`src/rtl/uframe_pkg.sv`:
```
package uframe_pkg;

    // Widest word and longest frame: start + 9 data + parity + 2 stop
    localparam int DMAX = 9;
    localparam int FMAX = 1 + DMAX + 1 + 2;
    localparam int LENW = $clog2(FMAX + 1);

    typedef enum logic [1:0] {
        PAR_OFF   = 2'b00,
        PAR_OFF_B = 2'b01,
        PAR_EVEN  = 2'b10,
        PAR_ODD   = 2'b11
    } par_e;

    // A fully assembled frame, bit 0 goes out first
    typedef struct packed {
        logic [FMAX-1:0] bits;
        logic [LENW-1:0] len;
        logic            fast;
    } frame_t;

    function automatic int data_len(input logic [2:0] sel);
        return (sel > 3'd4) ? DMAX : int'(sel) + 5;
    endfunction

    function automatic frame_t build_frame(input logic [DMAX-1:0] d,
                                           input logic [2:0]      sel,
                                           input par_e            par,
                                           input logic            two_stop,
                                           input logic            fast);
        frame_t f;
        int     n;
        int     pos;
        logic   x;
        n      = data_len(sel);
        f.bits = '1;
        f.bits[0] = 1'b0;
        x      = 1'b0;
        for (int i = 0; i < DMAX; i++) begin
            if (i < n) begin
                f.bits[1 + i] = d[i];
                x = x ^ d[i];
            end
        end
        pos = n + 1;
        if (par[1]) begin
            f.bits[pos] = par[0] ? ~x : x;
            pos++;
        end
        pos = pos + (two_stop ? 2 : 1);
        f.len  = LENW'(pos);
        f.fast = fast;
        return f;
    endfunction

endpackage

```
`src/rtl/uframe_hold.sv`:
```
module uframe_hold
    import uframe_pkg::*;
(
    input  logic            clk,
    input  logic            rst,
    input  logic            wr_en,
    input  logic [DMAX-1:0] wr_data,
    input  logic            take,
    output logic            full,
    output logic [DMAX-1:0] data_q,
    output logic            accepted
);

    assign accepted = wr_en && !full;

    always_ff @(posedge clk) begin
        if (rst) begin
            full   <= 1'b0;
            data_q <= '0;
        end else if (accepted) begin
            full   <= 1'b1;
            data_q <= wr_data;
        end else if (take) begin
            full   <= 1'b0;
        end
    end

    // a write that meets a full register leaves the waiting word alone
    a_r8_keep_word: assert property (@(posedge clk) disable iff (rst)
        full && wr_en |=> $stable(data_q));

    // the shifter only takes a word that is really there
    a_r7_take_full: assert property (@(posedge clk) disable iff (rst)
        take |-> full);

endmodule

```
`src/rtl/uframe_baud.sv`:
```
module uframe_baud #(
    parameter int OSR = 16
) (
    input  logic clk,
    input  logic rst,
    input  logic tick_en,
    input  logic restart,
    input  logic fast,
    output logic bit_end
);

    localparam int CW = $clog2(OSR);

    logic [CW-1:0] cnt;
    logic          fast_q;
    logic [CW-1:0] last;

    assign last    = fast_q ? CW'(OSR / 2 - 1) : CW'(OSR - 1);
    assign bit_end = tick_en && !restart && (cnt == last);

    always_ff @(posedge clk) begin
        if (rst) begin
            cnt    <= '0;
            fast_q <= 1'b0;
        end else if (restart) begin
            cnt    <= '0;
            fast_q <= fast;
        end else if (tick_en) begin
            cnt    <= (cnt == last) ? '0 : cnt + 1'b1;
        end
    end

    // the tick counter never passes the bit length in use
    a_r4_cnt_range: assert property (@(posedge clk) disable iff (rst)
        cnt <= last);

    // a new frame always starts counting from zero
    a_r4_restart_zero: assert property (@(posedge clk) disable iff (rst)
        restart |=> cnt == '0);

endmodule

```
`src/rtl/uframe_shift.sv`:
```
module uframe_shift
    import uframe_pkg::*;
(
    input  logic   clk,
    input  logic   rst,
    input  logic   load,
    input  frame_t frame_in,
    input  logic   bit_end,
    output logic   txd,
    output logic   busy,
    output logic   frame_end
);

    logic [FMAX-1:0] sh;
    logic [LENW-1:0] left;

    assign frame_end = busy && bit_end && (left == LENW'(1));

    always_ff @(posedge clk) begin
        if (rst) begin
            sh   <= '1;
            left <= '0;
            txd  <= 1'b1;
            busy <= 1'b0;
        end else if (load) begin
            sh   <= frame_in.bits;
            left <= frame_in.len;
            txd  <= frame_in.bits[0];
            busy <= 1'b1;
        end else if (busy && bit_end) begin
            if (left == LENW'(1)) begin
                busy <= 1'b0;
                txd  <= 1'b1;
            end else begin
                sh   <= {1'b1, sh[FMAX-1:1]};
                txd  <= sh[1];
                left <= left - 1'b1;
            end
        end
    end

    // the line rests high between frames
    a_r1_idle_high: assert property (@(posedge clk) disable iff (rst)
        !busy |-> txd);

    // every frame opens with a low start bit
    a_r2_start_low: assert property (@(posedge clk) disable iff (rst)
        load |=> !txd);

    // the bit that closes a frame is a high stop bit
    a_r6_stop_high: assert property (@(posedge clk) disable iff (rst)
        frame_end |-> txd);

    // a frame is never loaded over one in flight
    a_r7_load_idle: assert property (@(posedge clk) disable iff (rst)
        load |-> !busy);

endmodule

```
`src/rtl/uframe_tx.sv`:
```
module uframe_tx
    import uframe_pkg::*;
#(
    parameter int OSR = 16
) (
    input  logic            clk,
    input  logic            rst,
    input  logic            tick_en,
    input  logic            dbl_speed,
    input  logic [2:0]      cfg_len,
    input  logic [1:0]      cfg_parity,
    input  logic            cfg_two_stop,
    input  logic            wr_en,
    input  logic [DMAX-1:0] wr_data,
    input  logic            done_clr,
    output logic            txd,
    output logic            buf_empty,
    output logic            tx_done
);

    logic            full;
    logic [DMAX-1:0] held;
    logic            accepted;
    logic            busy;
    logic            load;
    logic            bit_end;
    logic            frame_end;
    frame_t          next_frame;

    assign load       = full && !busy;
    assign buf_empty  = !full;
    assign next_frame = build_frame(held, cfg_len, par_e'(cfg_parity),
                                    cfg_two_stop, dbl_speed);

    uframe_hold u_hold (
        .clk      (clk),
        .rst      (rst),
        .wr_en    (wr_en),
        .wr_data  (wr_data),
        .take     (load),
        .full     (full),
        .data_q   (held),
        .accepted (accepted)
    );

    uframe_baud #(.OSR(OSR)) u_baud (
        .clk     (clk),
        .rst     (rst),
        .tick_en (tick_en),
        .restart (load),
        .fast    (dbl_speed),
        .bit_end (bit_end)
    );

    uframe_shift u_shift (
        .clk       (clk),
        .rst       (rst),
        .load      (load),
        .frame_in  (next_frame),
        .bit_end   (bit_end),
        .txd       (txd),
        .busy      (busy),
        .frame_end (frame_end)
    );

    // Clear wins over set
    always_ff @(posedge clk) begin
        if (rst) begin
            tx_done <= 1'b0;
        end else if (accepted || done_clr) begin
            tx_done <= 1'b0;
        end else if (frame_end && !full) begin
            tx_done <= 1'b1;
        end
    end

    // completion is never shown while a frame is on the line
    a_r9_done_quiet: assert property (@(posedge clk) disable iff (rst)
        tx_done |-> !busy);

    // the last stop bit ending with nothing queued raises completion
    a_r9_done_set: assert property (@(posedge clk) disable iff (rst)
        frame_end && !full && !accepted && !done_clr |=> tx_done);

    // an explicit clear always drops the flag
    a_r10_clr: assert property (@(posedge clk) disable iff (rst)
        done_clr |=> !tx_done);

    // an accepted write always drops the flag
    a_r10_write_clr: assert property (@(posedge clk) disable iff (rst)
        accepted |=> !tx_done);

    // moving a word into the shifter frees the holding register
    a_r7_free_after_load: assert property (@(posedge clk) disable iff (rst)
        load |=> buf_empty);

endmodule

```
`config.mk`:
```
export PLATFORM = sky130hd
export DESIGN_NAME = uframe_tx
export DESIGN_NICKNAME = d
export VERILOG_FILES = /design/src/rtl/uframe_pkg.sv /design/src/rtl/uframe_hold.sv /design/src/rtl/uframe_baud.sv /design/src/rtl/uframe_shift.sv /design/src/rtl/uframe_tx.sv
export SDC_FILE = /design/constraint.sdc
export NUM_CORES = 1
export LEC_CHECK = 0
export BUFFER_PORTS_ARGS = -buffer_cell sky130_fd_sc_hd__buf_4
export CORE_MARGIN = 5
export CORE_UTILIZATION = 46
export DETAILED_ROUTE_END_ITERATION = 8
export PLACE_DENSITY = 0.72
export RECOVER_POWER = 50
export SYNTH_ARGS = -nofsm -noshare
export SYNTH_HDL_FRONTEND = slang
export SYNTH_HIERARCHICAL = 1
export SYNTH_SLANG_ARGS = --single-unit
```
`constraint.sdc`:
```
create_clock -name clk -period 2.3 [get_ports clk]
set_input_delay 0.115 -clock clk [delete_from_list [all_inputs] [get_ports clk]]
set_output_delay 0.115 -clock clk [all_outputs]
set_load 0.01 [all_outputs]
```
==> metrics.md, run 1 <==
| Metric | Value |
|---|---|
| Clk Latency, worst-skew pair | 0.28 ns |
| Avg Cell Area, Syn | 8.42 µm² |
| Post-synth EDFFs | 0 |
| Pwr Density | between 500 and 600 nW/µm² |
| TritonCTS buffer count | 5 |
| Max-slew violations | 0 |
| Hold Path Cell Cnt | 3 |
| Placer Congestion | 0.863 |
| HPWL after DPL | 3720 µm |
| Final WS setup | about 0.26 ns |
| Max-slew headroom | 31.5% |
| H-tree levels | 2 |
| Post-CTS Setup Repair Bufs | 0 |
| Register area share after synthesis | 28.9% |
| Overflow after GRT | 0 |
| Largest net degree at the start of global routing | just under 60 |
| Nets | 337 |
| Post-Route WL | 5110 µm |
| First-pass GRT wire length | ~8600 µm |
| Initial DRC Count | roughly 110 |
| Final hold viol count | 0 |
| Most used cell, CP | a41oi_2 |
| Row count | 26 |
| Critical register-to-register path startpoint | u_hold/data_q[2] |
| RSZ-0062 raised after global routing | no |
| Synthesized cell area | about 2400 µm² |
| CTS Root Cell | clkbuf_8 |
| Setup_tns | 0 ns |
| VDD IR-drop max | 0.000371 V |
| Antenna viol nets, final | 0 |
| Post-Synthesis Cells | between 200 and 300 |
| Most frequent cells after synthesis | dfxtp_1 (34), nor3_1 (31), a21oi_1 (22), nor2_1 (17), nand2_1 (14) |
| HP Start | dbl_speed |
| MaxCap Viol Count | 0 |
| PostCTS Resize Cnt | 0 |
| DP Worst Slack | -0.0109 ns |
| Setup Crit Path Kind | in2reg |
| Delay of the slowest critical-path stage | about 0.54 ns |
| Clock skew | approximately 0.0061 ns |
| Core area | 5040 µm² |
| Leak | 1.01 nW |
| Tcrit/Tclk final | between 80% and 90% |
| Setup crit start kind | input pin |
| Initial core utilization | 46.7% |
| Vias per cell | 5.53 |
| Total chip power | 0.00149 W |
| PortBufs | 23 |
| Post-synth ARST share | 0% |
| Routed vias | 2086 |
| Min cycle time layout | around 2.0 ns |
| CTS tree | yes |
| Die Y | just over 80 µm |
| Critical Path AT | 2.24 ns |
| GR Util All Layers | 16.3% |
| Area growth from synthesis to layout | 13.4% |
| Initial antenna violation count | 0 |
| Top-count cell post-synth | dfxtp_1 |
| Worst Hold Path EP | u_baud/fast_q |
| Reg2reg end | u_shift/sh[7] |
| Distinct cells, synth | 60 |
| Crit. End Element | register |
| Synth Flop Type | dfxtp_1 |
| Clk sinks | 34 |
| CTS clock-pin slew for the worst setup and hold paths | 0.07 ns |
| Maximum clock rate | 490 MHz |
| Vias in the first global route | 1867 |
| Ports | 24 |
| Status | complete, no violations |
| Antenna Diode Count | 0 |
| Synth area leaders | dfxtp_1 (29%), nor3_1 (6.6%), a21oi_1 (4.7%), nand4bb_1 (4.3%), a211oi_1 (3.8%) |
| Endpoints failing setup | 0 |
| Critical-path top delay cell | xor3_2 |
| Min-Delay Path Class | in2reg |
| Syn Nets | 309 |
| Top cell type's share of synthesized area | 28.9% |
| Max Root-Sink Buffers | 2 |
| Share of layout cells above drive strength 1 | 20.8% |
| Worst R2R Setup Slack | 0.28 ns |
| Cell accounting for the most synthesized area | dfxtp_1 |
| DR DRC count | 0 |
| Cts hold-fix bufs | 1 |
| Flops & latches, synth | 34 |
| 1st-pass router iterations | 4 |
| DIE AREA | approximately 6700 µm² |
| Slew of the pin with the lowest slew margin | between 1 and 1.5 ns |
| Worst Path Required | 2.49 ns |
| Cell Chain, Critical Path | buf_4 > inv_1 > ha_1 > and2b_1 > a41oi_2 > xnor2_1 > o21ai_1 > xor3_2 > a41oi_2 > nor3_1 > a211oi_1 |
| Crit path max fanout | 8 |
| Yosys Warn Count | 6 |
| Cells on worst reg2reg path | 8 |
| WL per Instance | approximately 14 µm |
| Chip width | 81.6 µm |
[worst max-delay path, delay by kind of cell]
| family | cells | cell delay, ns |
|---|---|---|
| xor+xnor | 2 | 0.69 |
| compound gates | 4 | 0.65 |
| fa+ha+maj | 1 | 0.34 |
| simple gates | 2 | 0.31 |
| buf+inv | 2 | 0.13 |
[sequential cells by signal, summed over array words and instances, names as in the netlist]
register       cells
u_baud/cnt         4
u_shift/left       4
tx_done            1
u_shift/sh        12
u_shift/txd        1
u_shift/busy       1
u_hold/data_q      9
u_baud/fast_q      1
u_hold/full        1
[how the worst max path moves through the flow]
stage | start | slack, ns | end | depth (start not counted)
after floorplan | cfg_len[0] | 0.01 | u_shift/sh[7] | 11
after CTS | u_hold/data_q[2] | 0.27 | u_shift/sh[7] | 8
after detailed placement | cfg_len[0] | -0.01 | u_shift/sh[7] | 11
after global routing | cfg_len[0] | 0.08 | u_shift/sh[7] | 11
after global placement | cfg_len[0] | 0.03 | u_shift/sh[7] | 11
final | cfg_len[0] | 0.26 | u_shift/sh[7] | 11
[cell families (layout without fill, tap and decap cells)]
group	Yosys count	after routing	synth area share, %
multiplexers	4	4	1.70
XOR/XNOR	13	13	6.10
buffers and inverters	31	58	7.27
flip-flops	34	34	28.9
adder cells (fa/ha/maj)	8	8	4.56
AND/OR/NAND/NOR	111	111	27.6
other	2	2	0.319
AO/OA/AOI/OAI	77	77	23.6
[per-layer routing]
| layer | GRT usage [%] | share of wire [%] | up-vias |
|---|---|---|---|
| li1 | - | - | 1074 |
| met1 | 22.4 | 50 | 963 |
| met2 | 25.0 | 45 | 41 |
| met3 | 4.17 | 4.3 | 8 |
| met4 | 5.15 | 1.6 | 0 |
| met5 | 0 | 0 | - |
[area by class of cell]
type                    instances  area, µm²
well taps                      70       87.6
clock buffers                   6       82.6
multi-input cells             215       1490
inverters                      13       48.8
fillers                       491       2370
flip-flops and latches         34        681
repair buffers                 39        280
[through the flow]
step                      instances  hold slack (ns)  area [µm²]  utilization, %
after floorplan                 280            0.187        2360               -
after global placement          370            0.280        2610            51.8
after detailed placement        370            0.283        2610            51.8
after CTS                       377           0.0642        2700            53.6
after global routing            377            0.101        2670            53.0
final                           377           0.0722        2670            53.0
[where the power goes]
part	switching (W)	internal, W
Combinational	0.000215	0.000184
Sequential	0.0000329	0.000633
Clock	0.000197	0.000231
[cells in the final DEF (no fill, tap or decap), drive strengths merged, types with 2 or more instances in the layout]
cell type / n
clkbuf: 10
a41oi: 3
buf: 34
nand4bb: 9
or3: 7
xnor2: 7
ha: 7
a21oi: 23
nor2b: 2
nand2: 14
nand4: 2
nand2b: 11
xor2: 4
nor3: 31
inv: 13
mux2i: 4
o21ai: 19
a211oi: 14
conb: 2
and2: 2
nand3: 6
a31oi: 4
dfxtp: 34
o21bai: 2
nor2: 18
or2: 2
Power figures use the tool's default switching activity.
==> run 2, diff against run 1 <==
--- a/config.mk
+++ b/config.mk
@@ -5,12 +5,11 @@
 export SDC_FILE = /design/constraint.sdc
 export NUM_CORES = 1
 export LEC_CHECK = 0
-export BUFFER_PORTS_ARGS = -buffer_cell sky130_fd_sc_hd__buf_4
+export BUFFER_PORTS_ARGS = -buffer_cell sky130_fd_sc_hd__buf_2
 export CORE_MARGIN = 5
 export CORE_UTILIZATION = 46
 export DETAILED_ROUTE_END_ITERATION = 8
 export PLACE_DENSITY = 0.72
-export RECOVER_POWER = 50
 export SYNTH_ARGS = -nofsm -noshare
 export SYNTH_HDL_FRONTEND = slang
 export SYNTH_HIERARCHICAL = 1
==> run 2 against run 1 <==
Against the previous run:
- non-clock buffer count increased by 3
- die area unchanged
- sequential share of layout area decreased by 0.25 points
- sequential cell count unchanged
- core utilization increased by 0.52 points
- worst setup slack got worse by 0.062 ns
- routed wire length increased by 8.3%
- register-to-register slack got worse by 0.06 ns
- critical path type unchanged
==> metrics.md, run 2 (synthesis results as in run 1) <==
| Metric | Value |
|---|---|
| Worst Setup SP | cfg_len[0] |
| Critical Path AT | approximately 2.3 ns |
| Max Root-Sink Buffers | 2 |
| Most flop-heavy register | u_shift/sh |
| Critical-path top delay cell | xor3_2 |
| Fill cells | 475 |
| Critical register-to-register path startpoint | u_hold/data_q[2] |
| Die Y | between 80 and 90 µm |
| GR Util met3 | 3.51% |
| Placer Congestion | 0.835 |
| Crit. End Element | register |
| Cell Chain, Critical Path | buf_2 > inv_1 > ha_1 > and2b_1 > a41oi_2 > xnor2_1 > o21ai_1 > xor3_2 > a41oi_2 > nor3_1 > a211oi_1 |
| HP Start | dbl_speed |
| Post-Route WL | 5530 µm |
| Clk sinks | 34 |
| Largest register FFs | 12 |
| Core area | ~5000 µm² |
| Initial antenna violation count | 0 |
| Layer with the highest usage | met2 |
| GR Util All Layers | 16.9% |
| Chip width | 81.6 µm |
| Most frequent cells in the layout | dfxtp_1 (34), nor3_1 (31), buf_2 (23) |
| Row count | 26 |
| Max-slew violations | 0 |
| Most common cell after layout, fill and taps aside | dfxtp_1 |
| Final hold viol count | 0 |
| Maximum clock rate | roughly 480 MHz |
| Initial DRC Count | between 200 and 250 |
| 1st-pass router iterations | 4 |
| Crit path max fanout | 8 |
| Pwr Density | 608 nW/µm² |
| Clock skew | 0.00527 ns |
| Leak | 1.04 nW |
| Met1 usage | 23.3% |
| Ports | 24 |
| Vias per cell | 5.68 |
| Post-CTS Setup Repair Bufs | 0 |
| HPWL after DPL | 3920 µm |
| MaxCap Viol Count | 0 |
| WL per Instance | roughly 15 µm |
| DIE AREA | approximately 6700 µm² |
| Most used cell, CP | a41oi_2 |
| Worst Path Required | 2.50 ns |
| Antenna viol nets, final | 0 |
| Setup Crit Path Kind | in2reg |
| Hold_ws | 0.0780 ns |
| Initial core utilization | 46.7% |
| Final WS setup | 0.196 ns |
| Min-Delay Path Class | in2reg |
| First-pass GRT wire length | 9000 µm |
| CTS clock-pin slew for the worst setup and hold paths | 0.07 ns |
| Overflow after GRT | 0 |
| Max-slew headroom | 42.6% |
| Vias in the first global route | 1941 |
| TritonCTS buffer count | 5 |
| Area growth from synthesis to layout | 14.5% |
| DP Worst Slack | -0.0604 ns |
| Met2 GRT Util | 26.9% |
| H-tree levels | 2 |
| Status | complete, no violations |
| Clk Latency, worst-skew pair | 0.29 ns |
| Largest net degree at the start of global routing | 58 |
| Routed vias | 2163 |
| CTS tree | yes |
| RSZ-0062 raised after global routing | no |
| DR DRC count | 0 |
| Worst Path Buf+Inv | 2 |
| Antenna Diode Count | 0 |
| Top Family by Delay on Critical Path | XOR/XNOR gates |
| Setup crit start kind | input pin |
| Min cycle time layout | 2.10 ns |
| VDD IR-drop max | 0.000404 V |
| Delay of the slowest critical-path stage | 0.54 ns |
| Nets | 340 |
| Slew of the pin with the lowest slew margin | 0.861 ns |
| CTS Root Cell | clkbuf_8 |
| Tcrit/Tclk final | 91.5% |
| Endpoints failing setup | 0 |
| PortBufs | 23 |
| Share of layout cells above drive strength 1 | 24.4% |
| Biggest regs | u_shift/sh: 12 flops, u_hold/data_q: 9 flops |
[run 2: power breakdown]
part,internal [W],switching (W)
logic,0.000185,0.000222
clock network,0.000347,0.000219
registers,0.000632,0.0000354
[run 2: cell type report]
type	instances	area, µm²	share of cell area (%)
Timing Repair Buffer	42	260	9.64
Sequential cell	34	681	25.2
Multi-Input combinational cell	215	1510	55.9
Clock buffer	6	82.6	3.06
Clock inverter	1	30.0	1.11
Tap cell	70	87.6	3.25
Inverter	13	48.8	1.81
[run 2: path summary, 6_finish.rpt]
| check | end | slack, ns | cells past startpoint |
|---|---|---|---|
| setup / recovery | u_shift/sh[7] | 0.20 | 11 |
| hold / removal | u_baud/fast_q | 0.08 | 3 |
| setup reg to reg | u_shift/sh[7] | 0.22 | 8 |
| hold reg to reg | u_hold/data_q[1] | 0.52 | 2 |
[run 2: layer usage]
layer / part of all wire [%] / up-vias / wire length, µm
met3: 4.6 / 10 / 252
li1: - / 1081 / -
met5: 0 / - / 0
met2: 46 / 60 / 2550
met4: 1.2 / 0 / 64
met1: 48 / 1012 / 2670
[run 2: what timing repair did]
action / CTS / global route
resized for setup: 0 / 1
hold buffers: 1 / 0
setup endpoints to repair: 0 / 1
endpoints found under the hold margin: 1 / 0
[run 2: stage by stage]
stage | setup TNS, ns | util (%) | total power [W] | area [µm²] | cells
finish | 0 | 53.5 | 0.00164 | 2700 | 381
CTS | 0 | 53.5 | 0.00165 | 2700 | 381
global placement | 0 | 51.1 | 0.00107 | 2570 | 373
floorplan | 0 | - | 0.000974 | 2360 | 280
detailed placement | -0.0871 | 51.1 | 0.00108 | 2570 | 373
global route | 0 | 53.5 | 0.00172 | 2700 | 381
[run 2: worst register-to-register path, stage by stage, from the launching register on]
cell and delay [ns]:
dfxtp_1 0.42, xnor2_1 0.14, a21oi_1 0.07, a41oi_2 0.18
xnor3_1 0.34, xor3_2 0.33, a41oi_2 0.23, nor3_1 0.08
a211oi_1 0.21
